### src/rtl/guard_wdt_pkg.sv
package guard_wdt_pkg;

    localparam int WORD_W  = 32;
    localparam int CNT_W   = 16;
    localparam int KEY_W   = 8;
    localparam int SEL_W   = 2;
    localparam int DIV_STEP = 6;
    localparam int PRE_W   = DIV_STEP * ((1 << SEL_W) - 1);

    localparam int EN_BIT     = 31;
    localparam int WARN_LSB   = 26;
    localparam int DIV_LSB    = 24;
    localparam int KEY_LSB    = 16;
    localparam int RELOAD_LSB = 0;

    localparam int ST_WARN_BIT = 16;
    localparam int ST_EXP_BIT  = 17;
    localparam int ST_EN_BIT   = 31;

    localparam logic [KEY_W-1:0] KEY_OPEN   = 8'hBE;
    localparam logic [KEY_W-1:0] KEY_COMMIT = 8'hDC;

    typedef struct packed {
        logic             en;
        logic [SEL_W-1:0] warn_sel;
        logic [SEL_W-1:0] div_sel;
        logic [CNT_W-1:0] reload;
    } wdt_cfg_t;

    typedef enum logic {
        UNL_IDLE  = 1'b0,
        UNL_ARMED = 1'b1
    } unl_state_t;

endpackage

### src/rtl/guard_wdt_unlock.sv
module guard_wdt_unlock
    import guard_wdt_pkg::*;
(
    input  logic             clk,
    input  logic             rst_n,
    input  logic             ctrl_wr_i,
    input  logic             other_wr_i,
    input  logic [KEY_W-1:0] key_i,
    output logic             commit_o
);

    typedef struct packed {
        unl_state_t st;
    } unl_regs_t;

    unl_regs_t regs_d, regs_q;

    always_comb begin
        regs_d   = regs_q;
        commit_o = 1'b0;
        if (ctrl_wr_i) begin
            case (regs_q.st)
                UNL_IDLE: begin
                    regs_d.st = (key_i == KEY_OPEN) ? UNL_ARMED : UNL_IDLE;
                end
                UNL_ARMED: begin
                    regs_d.st = UNL_IDLE;
                    commit_o  = (key_i == KEY_COMMIT);
                end
                default: regs_d.st = UNL_IDLE;
            endcase
        end else if (other_wr_i) begin
            regs_d.st = UNL_IDLE;
        end
    end

    always_ff @(posedge clk) begin
        if (!rst_n) regs_q <= '{st: UNL_IDLE};
        else        regs_q <= regs_d;
    end

    // the opening key from idle arms the handshake
    p_open_arms_r2: assert property (@(posedge clk) disable iff (!rst_n)
        (ctrl_wr_i && key_i == KEY_OPEN && regs_q.st == UNL_IDLE) |=> regs_q.st == UNL_ARMED);

    // a write elsewhere cancels the handshake
    p_stray_write_disarms_r3: assert property (@(posedge clk) disable iff (!rst_n)
        (other_wr_i && !ctrl_wr_i) |=> regs_q.st == UNL_IDLE);

    // a commit uses up the handshake, so two commits never follow each other
    p_commit_consumes_r3: assert property (@(posedge clk) disable iff (!rst_n)
        commit_o |=> (regs_q.st == UNL_IDLE && !commit_o));

endmodule

### src/rtl/guard_wdt_prescale.sv
module guard_wdt_prescale
    import guard_wdt_pkg::*;
(
    input  logic             clk,
    input  logic             rst_n,
    input  logic             run_i,
    input  logic             restart_i,
    input  logic [SEL_W-1:0] div_sel_i,
    output logic             tick_o
);

    typedef struct packed {
        logic [PRE_W-1:0] div_cnt;
    } pre_regs_t;

    pre_regs_t        regs_d, regs_q;
    logic [PRE_W-1:0] mask;

    always_comb begin
        // code k divides by 2**(k*DIV_STEP); the top code wraps to all ones
        mask   = (PRE_W'(1) << (div_sel_i * DIV_STEP)) - PRE_W'(1);
        tick_o = run_i && !restart_i && ((regs_q.div_cnt & mask) == mask);
        regs_d = regs_q;
        if (restart_i || !run_i) regs_d.div_cnt = '0;
        else                     regs_d.div_cnt = regs_q.div_cnt + PRE_W'(1);
    end

    always_ff @(posedge clk) begin
        if (!rst_n) regs_q <= '{div_cnt: '0};
        else        regs_q <= regs_d;
    end

    // after a restart the divider only ticks at once for divide-by-1
    p_restart_quiets_r5: assert property (@(posedge clk) disable iff (!rst_n)
        restart_i |=> (!tick_o || div_sel_i == '0));

    // ratios above one never tick on two cycles in a row
    p_tick_spacing_r6: assert property (@(posedge clk) disable iff (!rst_n)
        (tick_o && div_sel_i != '0) |=> !tick_o);

endmodule

### src/rtl/guard_wdt_counter.sv
module guard_wdt_counter
    import guard_wdt_pkg::*;
(
    input  logic             clk,
    input  logic             rst_n,
    input  logic             load_i,
    input  logic [CNT_W-1:0] reload_i,
    input  logic [SEL_W-1:0] warn_sel_i,
    input  logic             run_i,
    input  logic             tick_i,
    output logic [CNT_W-1:0] cnt_o,
    output logic             warn_o,
    output logic             expired_o,
    output logic             bite_o
);

    typedef struct packed {
        logic [CNT_W-1:0] cnt;
        logic             warn;
        logic             expired;
        logic             bite;
    } cnt_regs_t;

    cnt_regs_t        regs_d, regs_q;
    logic [CNT_W-1:0] warn_level;
    logic [CNT_W-1:0] cnt_next;

    always_comb begin
        warn_level = reload_i >> ({1'b0, warn_sel_i} + 3'd1);
        cnt_next   = (regs_q.cnt <= CNT_W'(1)) ? '0 : regs_q.cnt - CNT_W'(1);
        regs_d      = regs_q;
        regs_d.bite = 1'b0;
        if (load_i) begin
            regs_d.cnt     = reload_i;
            regs_d.warn    = 1'b0;
            regs_d.expired = 1'b0;
        end else if (run_i && tick_i && !regs_q.expired) begin
            regs_d.cnt  = cnt_next;
            regs_d.warn = regs_q.warn || (cnt_next <= warn_level);
            if (regs_q.cnt <= CNT_W'(1)) begin
                regs_d.expired = 1'b1;
                regs_d.bite    = 1'b1;
            end
        end
    end

    always_ff @(posedge clk) begin
        if (!rst_n) regs_q <= '{cnt: '0, warn: 1'b0, expired: 1'b0, bite: 1'b0};
        else        regs_q <= regs_d;
    end

    assign cnt_o     = regs_q.cnt;
    assign warn_o    = regs_q.warn;
    assign expired_o = regs_q.expired;
    assign bite_o    = regs_q.bite;

    // an expired watchdog shows a zero count
    p_expired_pins_zero_r9: assert property (@(posedge clk) disable iff (!rst_n)
        expired_o |-> cnt_o == '0);

    // the reset request lasts one cycle
    p_bite_single_r9: assert property (@(posedge clk) disable iff (!rst_n)
        bite_o |=> !bite_o);

    // a tick removes exactly one from the count
    p_step_by_one_r7: assert property (@(posedge clk) disable iff (!rst_n)
        (!load_i && run_i && tick_i && !expired_o && cnt_o > CNT_W'(1))
            |=> cnt_o == $past(cnt_o) - CNT_W'(1));

    // a stopped watchdog keeps its count
    p_hold_when_idle_r7: assert property (@(posedge clk) disable iff (!rst_n)
        (!load_i && !run_i) |=> $stable(cnt_o));

    // pre-warning stays until the next reload
    p_warn_sticky_r8: assert property (@(posedge clk) disable iff (!rst_n)
        (warn_o && !load_i) |=> warn_o);

endmodule

### src/rtl/guard_wdt.sv
module guard_wdt
    import guard_wdt_pkg::*;
#(
    parameter int                ADDR_W    = 4,
    parameter logic [ADDR_W-1:0] CTRL_ADDR = ADDR_W'(0),
    parameter logic [ADDR_W-1:0] STAT_ADDR = ADDR_W'(8)
) (
    input  logic              clk,
    input  logic              rst_n,
    input  logic [ADDR_W-1:0] bus_addr,
    input  logic              bus_we,
    input  logic [WORD_W-1:0] bus_wdata,
    output logic [WORD_W-1:0] bus_rdata,
    output logic              prewarn_o,
    output logic              expired_o,
    output logic              reset_req_o
);

    typedef struct packed {
        wdt_cfg_t cfg;
    } top_regs_t;

    top_regs_t        regs_d, regs_q;
    logic             ctrl_wr;
    logic             other_wr;
    logic             commit;
    logic             tick;
    logic [CNT_W-1:0] cnt;
    logic             warn;
    logic             expired;
    logic             bite;
    logic             unused_wdata_bits;

    assign ctrl_wr  = bus_we && (bus_addr == CTRL_ADDR);
    assign other_wr = bus_we && (bus_addr != CTRL_ADDR);
    assign unused_wdata_bits = ^bus_wdata[EN_BIT-1:WARN_LSB+SEL_W];

    guard_wdt_unlock u_unlock (
        .clk        (clk),
        .rst_n      (rst_n),
        .ctrl_wr_i  (ctrl_wr),
        .other_wr_i (other_wr),
        .key_i      (bus_wdata[KEY_LSB +: KEY_W]),
        .commit_o   (commit)
    );

    always_comb begin
        regs_d = regs_q;
        if (commit) begin
            regs_d.cfg.en       = bus_wdata[EN_BIT];
            regs_d.cfg.warn_sel = bus_wdata[WARN_LSB +: SEL_W];
            regs_d.cfg.div_sel  = bus_wdata[DIV_LSB +: SEL_W];
            regs_d.cfg.reload   = bus_wdata[RELOAD_LSB +: CNT_W];
        end
    end

    always_ff @(posedge clk) begin
        if (!rst_n) regs_q <= '0;
        else        regs_q <= regs_d;
    end

    guard_wdt_prescale u_prescale (
        .clk       (clk),
        .rst_n     (rst_n),
        .run_i     (regs_q.cfg.en),
        .restart_i (commit),
        .div_sel_i (regs_q.cfg.div_sel),
        .tick_o    (tick)
    );

    guard_wdt_counter u_counter (
        .clk        (clk),
        .rst_n      (rst_n),
        .load_i     (commit),
        .reload_i   (regs_d.cfg.reload),
        .warn_sel_i (regs_d.cfg.warn_sel),
        .run_i      (regs_q.cfg.en),
        .tick_i     (tick),
        .cnt_o      (cnt),
        .warn_o     (warn),
        .expired_o  (expired),
        .bite_o     (bite)
    );

    always_comb begin
        bus_rdata = '0;
        if (bus_addr == CTRL_ADDR) begin
            bus_rdata[EN_BIT]                  = regs_q.cfg.en;
            bus_rdata[WARN_LSB +: SEL_W]       = regs_q.cfg.warn_sel;
            bus_rdata[DIV_LSB +: SEL_W]        = regs_q.cfg.div_sel;
            bus_rdata[RELOAD_LSB +: CNT_W]     = regs_q.cfg.reload;
        end else if (bus_addr == STAT_ADDR) begin
            bus_rdata[ST_EN_BIT]               = regs_q.cfg.en;
            bus_rdata[ST_EXP_BIT]              = expired;
            bus_rdata[ST_WARN_BIT]             = warn;
            bus_rdata[CNT_W-1:0]               = cnt;
        end
    end

    assign prewarn_o   = warn;
    assign expired_o   = expired;
    assign reset_req_o = bite;

    // settings change only after a commit-key control write
    p_cfg_needs_key_r2: assert property (@(posedge clk) disable iff (!rst_n)
        !$stable(regs_q.cfg) |-> $past(bus_we && bus_addr == CTRL_ADDR
                                       && bus_wdata[KEY_LSB +: KEY_W] == KEY_COMMIT));

    // a status-register write leaves the settings alone
    p_status_write_inert_r10: assert property (@(posedge clk) disable iff (!rst_n)
        (bus_we && bus_addr == STAT_ADDR) |=> $stable(regs_q.cfg));

endmodule

### config.mk
export PLATFORM = sky130hd
export DESIGN_NAME = guard_wdt
export DESIGN_NICKNAME = d
export VERILOG_FILES = /design/src/rtl/guard_wdt_pkg.sv /design/src/rtl/guard_wdt_unlock.sv /design/src/rtl/guard_wdt_prescale.sv /design/src/rtl/guard_wdt_counter.sv /design/src/rtl/guard_wdt.sv
export SDC_FILE = /design/constraint.sdc
export NUM_CORES = 1
export LEC_CHECK = 0
export ABC_AREA = 1
export CAP_MARGIN = 20
export CORE_MARGIN = 1
export CORE_UTILIZATION = 49
export DETAILED_ROUTE_END_ITERATION = 8
export PLACE_DENSITY = 0.78
export SKIP_CTS_REPAIR_TIMING = 1
export SLEW_MARGIN = 20
export SYNTH_ARGS = -nofsm -noshare
export SYNTH_HDL_FRONTEND = slang
export SYNTH_HIERARCHICAL = 1
export SYNTH_SLANG_ARGS = --single-unit
### constraint.sdc
create_clock -name clk -period 3.7 [get_ports clk]
set_input_delay 0.925 -clock clk [delete_from_list [all_inputs] [get_ports clk]]
set_output_delay 0.925 -clock clk [all_outputs]
set_load 0.005 [all_outputs]
# After elaboration in Yosys (flattened, before gate mapping)
# Cells that the tools add are included.
# word_totals
mem_count,0
mem_bits_rw,0
inputBits,39
latchBits,0
mem_bits_ro,0
regBits,59
output_inout_bits,35
word_cells,63
# classes
mux,17
bitwise_logic,4
order_cmp,2
n_addsub,4
n_reduce_logical,19
n_eq_ne,4
n_mul,1
n_shift,2
div,0
# ops
op,n
18-bit two-way mux,2
16-bit two-way mux,2
20-bit two-way mux,1
19-bit two-way mux,1
"18-bit by 1-bit adder with 18-bit output, second input constant",1
18-bit bitwise AND,1
18-bit equality test,1
"1-bit by 5-bit left shift with 18-bit output, first input constant",1
"18-bit by 2-bit subtractor with 18-bit output, second input constant",1
"8-bit equality test, second input constant",2
"16-bit by 1-bit <= comparator with 1-bit output, second input constant",1
16-bit <= comparator,1
16-bit by 3-bit right shift with 16-bit output,1
"16-bit by 1-bit subtractor with 16-bit output, second input constant",1
1-bit two-way mux,7
1-bit logical AND,6
"4-bit equality test, second input constant",1
4-bit zero test,1
"2-bit by 2-bit multiplier with 4-bit output, second input constant",1
2-bit two-way mux,2
4-bit two-way mux,1
2-bit nonzero test,2
4-bit nonzero test,1
2-bit OR reduction,2
other kinds (7),12

# Logic depth before layout (Yosys ltp)
# logic_depth
word_depth,10
mapped_depth,30

# Modules after synthesis
# Netlist, hierarchy kept.
# by_module_without_submodules
mod,seq_area_each_um2,cells_per_inst,n_inst,area_each_um2
guard_wdt_counter,380.4,323,1,1905.6
guard_wdt,420.4,195,1,1238.7
guard_wdt_prescale,360.3,136,1,930.9
guard_wdt_unlock,20.0,20,1,110.1

# Least setup slack after synthesis
# No wires, ideal clock.
# synth_path
path_type,input to register
startpoint,input port bus_addr[2]
endpoint,register u_counter.regs_q[2] (netlist: u_counter/warn_o)
stages,27
n_path_buf,2
slack_ns,-0.101
arrival_ns,3.685
path_cell_list,nor2_4 nand2_1 nor2_1 nand2_1 nor2_2 nor3b_2 buf_2 nand2_1 nand2_1 clkbuf_1 o21ai_0 nand2_1 o21ai_0 ha_1 nand2_1 inv_1 nand2_1 nor2_1 nand2_1 nand3_1 nand2_1 nand2_1 nand2_1 nand2_1 nand2_1 nand2_1 a21oi_1
# synth_rtl
element,line,text
"start, declared",guard_wdt.sv:10,"input logic [ADDR_W-1:0] bus_addr,"
"end signal, assigned",guard_wdt_counter.sv:48,"if (!rst_n) regs_q <= '{cnt: '0, warn: 1'b0, expired: 1'b0, bite: 1'b0};"
"end signal, assigned",guard_wdt_counter.sv:49,else regs_q <= regs_d;
"end, declared",guard_wdt_counter.sv:24,"cnt_regs_t regs_d, regs_q;"

==> results_dict.tcl <==
set metrics [dict create \
    status "finished clean" \
    comb_power_share_pct 5.5 \
    synth_compound_area_share_pct 13.4 \
    synth_fa_ha_area_share_pct 5.98 \
    cts_buffers 9 \
    drv_cap 0 \
    post_synth_mux_area_share_pct 0.478 \
    num_antenna_cells 0 \
    vias 4923 \
    max_freq_ghz 0.278 \
    fp.dieH_um 94.4 \
    drv_slew 0 \
    num-nets-final 856 \
    ir_worst_vdd_mv 0.154 \
    vias_per_cell 5.43 \
    clk_pin_slew_ns 0.06 \
    totalWireLength_um 13100 \
    port_buffers 61 \
    min_path_type "flop to flop" \
    synth_xor_area_share_pct 1.88 \
    rows 33 \
    grt_first_pass_wirelength_um 20500 \
    cp_data_required_time_ns 3.99 \
    pin_count 74 \
    synth_area_leaders "dfxtp_1, nand2_1, nor2_1" \
    area_growth_pct 39.1 \
    drive_gt1_share_pct 21.3 \
    hold_viol_final 0 \
    cts_tree "yes" \
    avgRoutedWirePerCell_um 14.4 \
    yosysTopAreaCellShare_pct 28.2 \
    yosys_warnings 6 \
    switching_share_pct 23.2 \
    place_area_um2 5310 \
    grt_usage_pct 29.3 \
    gp_congestion 0.929 \
    ys_seq_area_share_pct 28.2 \
    drt-pass1-iter-count 5 \
    fin_util_pct 70.5 \
    end_kind "flop" \
    setup_viol 0 \
    synthCells 674 \
    dpl.hpwl_um 9550 \
    whs_ns 0.446 \
    synth.distinct_cells 40 \
    worst_pin_slew_ns 0.568 \
    power_w 0.00147 \
    synth_top_family_by_area "simple AND/OR/NAND/NOR gates" \
    cp_max_fo 6 \
    cts_sinks 59 \
    ant_nets 0 \
    n_fill_cell 685 \
    drcViolationCount 0 \
    fin_worst_skew_ns 0.0138 \
    cts_buffer_depth 2 \
    critPathLaunchType "primary input" \
    setup_tns_ns 0 \
    die_w_um 94.4 \
    internal_power_w 0.00113 \
    powerDensity_nw_per_um2 252 \
    grt_pass1_vias 4649 \
    p_sw_w 0.000341 \
    clock-root-buffer "clkbuf_8" \
    grt_max_degree 36 \
    min_period_over_period_pct 97.1 \
    setup.worst_path.class "primary input to flop" \
    initial_core_util_pct 50.7 \
    power_leakage_nw 2.61 \
    htree_num_levels 3 \
    seqPwrFrac_pct 43.2 \
    clk-insertion-delay-late_ns 0.36 \
    post_synth.cell_area_avg_um2 6.21 \
    cp.arrival_ns 3.88 \
    syn_area_um2 4190 \
    max_slew_margin_pct 61.1 \
    synth-simple-area-share_pct 38.8 \
    dieArea_um2 8920 \
    fp.coreArea_um2 8260 \
    multi_input_area_um2 2740 \
    first_iter_violations 270 \
    finalCriticalPeriod_ns 3.59 \
    seqCellArea_um2 1180 \
    design_area_um2 5820 \
    clock_power_share_pct 51.4 \
    overflow 0 \
    synth_top_area_cell "dfxtp_1" \
    ys_seq_elements 59 \
    antenna_found_initial 0 \
]
area by class of cell:
class / count / area share, %
Tap cell: 105 / 2.26
Clock inverter: 7 / 2.15
Timing Repair Buffer: 133 / 21.2
Sequential cell: 59 / 20.3
Multi-Input combinational cell: 518 / 47.0
Clock buffer: 9 / 2.13
Inverter: 76 / 4.99
critical path: stages:
cell and delay [ns]:
clkdlybuf4s50_1 0.49, nand3_1 0.12, nor3b_4 0.33, inv_2 0.11, buf_6 0.16, buf_12 0.13, nand2_2 0.08, nand2_4 0.06
nand2_2 0.07, o21ai_2 0.07, mux2i_2 0.17, ha_1 0.29, nand2_2 0.09, inv_1 0.05, nand2_1 0.06, nand2_1 0.05
nand2_1 0.05, nand3_1 0.07, nand2_1 0.07, nand2_1 0.04, nand2_1 0.05, nand2_1 0.04, nand2_1 0.09, nand2_1 0.07
a21oi_2 0.12
placed cells by master, fill, tap and decap left out, types with 3 or more instances in the layout:
| cell | instances |
|---|---|
| clkdlybuf4s50_1 | 52 |
| bufinv_16 | 3 |
| dfxtp_1 | 59 |
| nor2_2 | 10 |
| o21ai_1 | 9 |
| nor2_1 | 70 |
| clkbuf_2 | 3 |
| clkbuf_8 | 9 |
| o21ai_0 | 13 |
| nor3_1 | 9 |
| xor2_1 | 5 |
| a21oi_1 | 36 |
| buf_4 | 58 |
| nor2_4 | 5 |
| ha_1 | 19 |
| nand2_2 | 20 |
| nand2_4 | 7 |
| o21ai_2 | 11 |
| nand2_1 | 191 |
| buf_12 | 4 |
| buf_6 | 10 |
| inv_1 | 65 |
| inv_2 | 9 |
| a21oi_2 | 5 |
| conb_1 | 9 |
| xnor2_1 | 4 |
| o22ai_1 | 3 |
| nand4_1 | 7 |
| nand3_1 | 50 |
| a31oi_1 | 14 |
| dlymetal6s2s_1 | 5 |
| clkinv_4 | 3 |
Yosys cell counts, drive strengths merged:
master and n:
a31oi 14, o22ai 3, dfxtp 59, nand4 7, xnor2 4, a21oi 41
a21o 2, xor2 5, nor2 85, clkinv 1, nor3b 2, nand2 218
clkbuf 9, or2 3, o21ai 33, nand3 52, o21a 2, inv 75
conb 1, and3 1, nor3 11, ha 20, a2111oi 1, o21bai 3
buf 20, mux2i 2
per-layer routing:
metal | global-route usage [%] | part of all wire [%]
met3 | 4.03 | 5.8
met4 | 13.8 | 4.2
met1 | 32.4 | 39
met2 | 54.8 | 51
met5 | 0 | 0
cells by family after synthesis:
kind of cell / after synthesis
and+or+nand+nor: 379
buffers and inverters: 105
AOI/OAI and AO/OA: 99
DFF: 59
adders and majority gates: 20
xor gates and xnor gates: 9
muxes: 2
other: 1
sequential cells by signal, summed over array words and instances, names as in the netlist:
register and flops:
u_counter/cnt_o 16, regs_q 21, u_unlock/regs_q 1, u_counter/expired_o 1
u_prescale/regs_q 18, u_counter/bite_o 1, u_counter/warn_o 1
power groups by stage:
| stage | logic [W] | registers [W] | clock network [W] |
|---|---|---|---|
| 2_1_floorplan | 0.0000349 | 0.000649 | 0 |
| 3_3_place_gp | 0.0000771 | 0.000649 | 0 |
| 3_5_place_dp | 0.0000785 | 0.000649 | 0 |
| 4_1_cts | 0.0000788 | 0.000634 | 0.000763 |
| 5_1_grt | 0.0000870 | 0.000634 | 0.000787 |
| 6_report | 0.0000806 | 0.000634 | 0.000755 |
through the flow:
stage / std cells / setup slack, ns
finish: 907 / 0.109
global placement: 882 / -0.508
global route: 907 / -0.0722
detailed placement: 882 / -0.615
CTS: 898 / -0.281
floorplan: 682 / 0.0142
final timing paths:
path | slack, ns | depth (start not counted) | from | endpoint
min reg2reg | 0.45 | 1 | u_prescale/regs_q[0]$_SDFF_PP0_ | u_prescale/regs_q[0]$_SDFF_PP0_
max reg2reg | 0.61 | 21 | u_counter/cnt_o[0]$_SDFFE_PN0P_ | u_counter/warn_o$_SDFFE_PP0P_
max | 0.11 | 25 | bus_wdata[22] | u_counter/warn_o$_SDFFE_PP0P_
min | 0.45 | 1 | u_prescale/regs_q[0]$_SDFF_PP0_ | u_prescale/regs_q[0]$_SDFF_PP0_
(Power assumes the default switching activity.)
